$ cat src/rtl/bidir_shreg_pkg.sv
package bidir_shreg_pkg;
  typedef enum logic [1:0] {
    ACT_HOLD = 2'b00,
    ACT_DOWN = 2'b01,
    ACT_UP   = 2'b10,
    ACT_LOAD = 2'b11
  } act_e;
endpackage

$ cat src/rtl/bidir_shreg_decode.sv
module bidir_shreg_decode
  import bidir_shreg_pkg::*;
(
  input  logic       pair_ctrl,
  input  logic [1:0] op_code,
  input  logic       shift_req,
  input  logic       load_req,
  output act_e       act
);
  always_comb begin
    if (pair_ctrl) begin
      if (shift_req)     act = ACT_UP;
      else if (load_req) act = ACT_LOAD;
      else               act = ACT_HOLD;
    end else begin
      act = act_e'(op_code);
    end
  end
endmodule

$ cat src/rtl/bidir_shreg_next.sv
module bidir_shreg_next
  import bidir_shreg_pkg::*;
#(
  parameter int WIDTH = 8
) (
  input  act_e             act,
  input  logic [WIDTH-1:0] cur,
  input  logic [WIDTH-1:0] word_in,
  input  logic             fill_dn,
  input  logic             fill_up,
  output logic [WIDTH-1:0] nxt
);
  localparam int TOP = WIDTH - 1;

  logic [WIDTH-1:0] moved_dn;
  logic [WIDTH-1:0] moved_up;

  for (genvar i = 0; i < WIDTH; i++) begin : g_stage
    if (i == TOP) begin : g_top
      assign moved_dn[i] = fill_dn;
    end else begin : g_mid_dn
      assign moved_dn[i] = cur[i+1];
    end
    if (i == 0) begin : g_bot
      assign moved_up[i] = fill_up;
    end else begin : g_mid_up
      assign moved_up[i] = cur[i-1];
    end
  end

  always_comb begin
    unique case (act)
      ACT_DOWN: nxt = moved_dn;
      ACT_UP:   nxt = moved_up;
      ACT_LOAD: nxt = word_in;
      default:  nxt = cur;
    endcase
  end
endmodule

$ cat src/rtl/bidir_shreg.sv
module bidir_shreg
  import bidir_shreg_pkg::*;
#(
  parameter int WIDTH = 8
) (
  input  logic             clk,
  input  logic             rst,
  input  logic             pair_ctrl,
  input  logic [1:0]       op_code,
  input  logic             shift_req,
  input  logic             load_req,
  input  logic             fill_dn,
  input  logic             fill_up,
  input  logic [WIDTH-1:0] word_in,
  output logic [WIDTH-1:0] word_out,
  output logic             end_lo,
  output logic             end_hi
);
  localparam int TOP = WIDTH - 1;

  act_e             act;
  logic [WIDTH-1:0] stage_q;
  logic [WIDTH-1:0] stage_d;

  bidir_shreg_decode u_dec (
    .pair_ctrl (pair_ctrl),
    .op_code   (op_code),
    .shift_req (shift_req),
    .load_req  (load_req),
    .act       (act)
  );

  bidir_shreg_next #(.WIDTH(WIDTH)) u_nxt (
    .act     (act),
    .cur     (stage_q),
    .word_in (word_in),
    .fill_dn (fill_dn),
    .fill_up (fill_up),
    .nxt     (stage_d)
  );

  always_ff @(posedge clk) begin
    if (rst) stage_q <= '0;
    else     stage_q <= stage_d;
  end

  assign word_out = stage_q;
  assign end_lo   = stage_q[0];
  assign end_hi   = stage_q[TOP];
endmodule

$ cat config.mk
export PLATFORM = sky130hd
export DESIGN_NAME = bidir_shreg
export DESIGN_NICKNAME = d
export VERILOG_FILES = /design/src/rtl/bidir_shreg_pkg.sv /design/src/rtl/bidir_shreg_decode.sv /design/src/rtl/bidir_shreg_next.sv /design/src/rtl/bidir_shreg.sv
export SDC_FILE = /design/constraint.sdc
export NUM_CORES = 1
export LEC_CHECK = 0
export ABC_CLOCK_PERIOD_IN_PS = 2600
export CORE_MARGIN = 2
export CORE_UTILIZATION = 30
export DETAILED_ROUTE_END_ITERATION = 7
export PLACE_DENSITY = 0.64
export SLEW_MARGIN = 10
export SYNTH_ARGS = -nofsm -noshare
export SYNTH_HDL_FRONTEND = slang
export SYNTH_HIERARCHICAL = 1
export SYNTH_SLANG_ARGS = --single-unit
$ cat constraint.sdc
create_clock -name clk -period 2.6 [get_ports clk]
set_input_delay 0.78 -clock clk [delete_from_list [all_inputs] [get_ports clk]]
set_output_delay 0.78 -clock clk [all_outputs]
set_load 0.1 [all_outputs]
After elaboration in Yosys (flattened, before gate mapping)
Index checks and enable logic that the tools add are counted.
- output and inout port bits: 10
- word-level logic and storage cells: 9
- input port bits: 17
- register bits: 8
- reductions and logical operators: 1
- equal/unequal tests: 3
- muxes and demuxes: 4
- operators with widths (kind ; number):
    $pmux W8 S3 ; 1
    $mux W2 ; 3
    $eq A2 B2 Y1 const B ; 2
    $reduce_bool A3 Y1 ; 1
    $eq A2 B1 Y1 const B ; 1

Depth between registers and ports, before layout
- depth in word-level cells: 5
- gate-level depth with buffers: 5
- gate-level depth less buffers: 4

By module
The synthesis kept the hierarchy.
- modules (own cells, without submodules) (module ; cells each ; area an instance (sq um) ; seq. area each (sq um) ; times used):
    bidir_shreg ; 18 ; 225.2 ; 160.2 ; 1
    bidir_shreg_next ; 10 ; 202.7 ; 0.0 ; 1
    bidir_shreg_decode ; 6 ; 28.8 ; 0.0 ; 1

Least setup slack after synthesis
OpenSTA, ideal clock, no wires.
- path type: reg2out
- start: register stage_q[0], in the netlist word_out[0]
- end: output word_out[0]
- path buffers: 1
- required time: 1.820 ns
- cell stages (with the launch flop): 2
- arrival time: 1.383 ns
- path slack: 0.437 ns
- path through: dfxtp_1 buf_4
- RTL lines (item ; line ; source):
    start: declaration ; bidir_shreg.sv:22 ; logic [WIDTH-1:0] stage_q;
    start signal: assignment ; bidir_shreg.sv:44 ; else stage_q <= stage_d;
    end: declaration ; bidir_shreg.sv:15 ; output logic [WIDTH-1:0] word_out,
No word-level cell between the ends.

Final worst setup path
- start: input pair_ctrl
- end: register stage_q[7], in the netlist word_out[7]
- word-level cells in the longest chain between the ends: 3
- elaborated cells between the ends (all ways): 6
- classes of those cells: eq/ne: 3; mux: 2; reduce/logical: 1
- RTL lines (item ; line ; source):
    start: declaration ; bidir_shreg.sv:8 ; input logic pair_ctrl,
    $mux W2 (*) ; bidir_shreg_decode.sv:11 ; if (pair_ctrl) begin
    named net act[1] ; bidir_shreg.sv:21 ; act_e act;
    $eq A2 B2 Y1 or $eq A2 B1 Y1 (tied branches) ; bidir_shreg_next.sv:32 ; unique case (act)
    $pmux W8 S3 (*) ; bidir_shreg_next.sv:32 ;
    named net stage_d[7] ; bidir_shreg.sv:23 ; logic [WIDTH-1:0] stage_d;
The timed path passes the listed nets; every way through them passes the cells marked *.
A chain may end at the register's enable or synchronous reset.

==> out/qor.log <==
[floorplan] initial core utilization 31.0%
[power_and_ir_drop] pwr dens 570 nW/um^2
[synthesis] instance count of the mapped netlist 34
[clocking] TritonCTS Sinks 8
[clocking] Worst-path clk slew 0.05 ns
[place] half-perimeter wire length after detailed placement 720 um
[global_routing] maximum number of pins on one net before global-route repair 9
[setup_path] data required time at the worst endpoint 2.73 ns
[power_and_ir_drop] leakage power 0.289 nW
[min_path] hold-critical path depth 2
[clocking] clock tree from TritonCTS done
[synthesis] most area-hungry cell type in the Yosys netlist sky130_fd_sc_hd__mux4_2
[clocking] insertion delay of the later-clocked pin in the worst-skew pair 0.24 ns
[power_and_ir_drop] maximum ir drop on the vdd rail 172 uV
[route] initial drt markers 0
[setup_path] cells on worst reg2reg path 2
[clocking] number of setup buffers added after CTS 0
[route] First-pass DRT Iterations 1
[place] Routability Congestion 0.684
[setup_path] Worst Setup End Kind flip-flop
[sta] Max Clock Freq 0.463 GHz
[cells_and_area] share of layout cells above drive strength 1 37.7%
[synthesis] area share of the leading cell type in the synthesized netlist 39.5%
[global_routing] vias in the first global route 332
[place] Port-buffer cells 26
[sta] setup repair after global routing missed its margin false
[setup_path] start of the worst register-to-register path word_out[1]$_SDFF_PP0_
[sta] final critical delay including setup and external delays 2.16 ns
[clocking] cts bufs inserted 3
[route] total detailed-routing wirelength 911 um
[min_path] hold endpoint word_out[1]$_SDFF_PP0_
[floorplan] placeable core area 1470 um^2
[cells_and_area] total number of nets in the final design 80
[setup_path] crit path max fanout 8
[sta] maximum clock skew at final layout 0.00110 ns
[floorplan] die outline width 43.0 um
[sta] max-slew violations 0
[clocking] CTS Buffer Depth 2
[synthesis] dominant cells by area after synthesis sky130_fd_sc_hd__mux4_2 39%, sky130_fd_sc_hd__dfxtp_1 35%, sky130_fd_sc_hd__nor2b_1 11%
[cells_and_area] area taken by multi-input logic gates 255 um^2
[setup_path] Worst R2R End word_out[2]$_SDFF_PP0_
[cells_and_area] total area of sequential cells 160 um^2
[synthesis] Warnings, synthesis 6
[floorplan] IO Count 27
[synthesis] count of cell types in the netlist 10
[sta] aggregate negative setup slack 0 ns
[global_routing] total global routing track utilization 10.3%
[clocking] root buffer cell sky130_fd_sc_hd__clkbuf_4
[route] Residual DRC 0
[setup_path] data arrival time of the worst path 2.29 ns
[route] number of vias after detailed routing 363
[route] WL/cell 11.8 um
[sta] crit share post-route 83.1%
[clocking] number of levels the H-tree was split into 1
[setup_path] critical path class primary input to flip-flop
[sta] headroom to the max-slew limit 81.1%
[min_path] hold path startpoint word_out[0]$_SDFF_PP0_
[global_routing] first-pass GRT wire length 1390 um
[sta] Worst-Margin Slew 0.282 ns
[clocking] number of buffers inserted for hold repair after clock tree synthesis 0
[sta] hold violation count in the final report 0
[synthesis] sequential area share after synthesis 35.1%
[synthesis] Syn Std Cell Area 457 um^2
[floorplan] y dimension of the die 43.0 um
[synthesis] number of nets in the synthesized netlist 51
[cells_and_area] antenna diode count 0
[route] Vias/cell 4.71
[route] Final ANT Viol Nets 0
[global_routing] aggregate global routing overflow 0
[cells_and_area] relative area change from synthesis to final layout 55.9%
[min_path] path type of the worst min-delay path flip-flop to flip-flop
[clocking] post-CTS sizing 0
[setup_path] CP startpoint kind primary input
[synthesis] average cell area after synthesis 13.4 um^2
[sta] number of endpoints failing setup at the final stage 0
[run] count of max-cap constraint violations 0
[run_status] run status finished, final reports clean
[global_routing] initial antenna violation count 0
[floorplan] Core Rows 14
[floorplan] Die Area 1850 um^2
[setup_path] R2R Setup Slk 1.56 ns
[cells_and_area] total of fill cells in the finished design 152
[synthesis] number of register bits inferred by synthesis 8
[cells_and_area] flip-flop count of the largest register, all copies and words added 8
[sta] hold_ws 0.738 ns
[report_power, final]
part	switching (mW)	internal [mW]	total, mW	leakage [nW]
sequential	0.00895	0.132	0.141	0.0656
combinational	0.106	0.0681	0.174	0.210
clock	0.0386	0.0526	0.0912	0.0138
[worst max-delay path, stage by stage]
cell	delay, ns
sky130_fd_sc_hd__clkdlybuf4s50_1	0.51
sky130_fd_sc_hd__nor2_1	0.05
sky130_fd_sc_hd__a21oi_1	0.11
sky130_fd_sc_hd__buf_4	0.19
sky130_fd_sc_hd__mux4_2	0.50
sky130_fd_sc_hd__nor2b_1	0.14
[cells by family after synthesis]
family | after synthesis | share of synthesized area, %
and+or+nand+nor | 11 | 14.2
muxes | 8 | 39.5
DFF | 8 | 35.1
buffers and inverters | 5 | 9.04
AOI/OAI and AO/OA | 2 | 2.19
[per-layer routing]
| metal | share of wire (%) | wire length [um] | track usage, % |
|---|---|---|---|
| met1 | 44 | 401 | 11.6 |
| met2 | 44 | 404 | 16.7 |
| met3 | 12 | 105 | 5.11 |
| met4 | 0 | 0 | 3.64 |
| met5 | 0 | 0 | 0 |
[layout by cell type, fill, tap and decap left out, drive strengths merged]
cell type / netlist / final
mux4: 8 / 8
clkbuf: 0 / 3
a21oi: 1 / 1
dfxtp: 8 / 8
o21ai: 1 / 1
nor2b: 8 / 8
nor2: 2 / 2
inv: 1 / 1
buf: 4 / 12
clkdlybuf4s50: 0 / 16
nand3b: 1 / 1
[worst max-delay path by stage]
stage	from	endpoint	slack, ns	cells after the start
2_1_floorplan	word_out[0]$_SDFF_PP0_	word_out[0]	0.44	1
3_3_place_gp	load_req	word_out[4]$_SDFF_PP0_	0.19	6
3_5_place_dp	pair_ctrl	word_out[7]$_SDFF_PP0_	0.18	6
4_1_cts	pair_ctrl	word_out[5]$_SDFF_PP0_	0.43	6
5_1_grt	pair_ctrl	word_out[7]$_SDFF_PP0_	0.35	6
6_report	pair_ctrl	word_out[7]$_SDFF_PP0_	0.44	6
[through the flow]
step                worst slack (ns)  utilization, %  area, um^2  instances  power, mW
floorplan                      0.437               -         457         34      0.274
global placement               0.193            46.9         689         74      0.318
detailed placement             0.177            46.9         689         74      0.318
CTS                            0.431            48.4         712         77      0.410
global route                   0.350            48.4         712         77      0.425
finish                         0.440            48.4         712         77      0.406
[layout make-up]
class / count / share of cell area [%]
multi-input combinational: 21 / 35.9
timing repair buffer: 28 / 35.1
clock buffer: 3 / 3.16
inverter: 1 / 0.527
tap: 16 / 2.81
sequential: 8 / 22.5
[cell usage after synthesis, drive strengths merged]
| cell type | number |
|---|---|
| dfxtp | 8 |
| o21ai | 1 |
| nor2b | 8 |
| mux4 | 8 |
| buf | 4 |
| nor2 | 2 |
| nand3b | 1 |
| inv | 1 |
| a21oi | 1 |
Note: power is estimated with default switching activity, not from simulation.
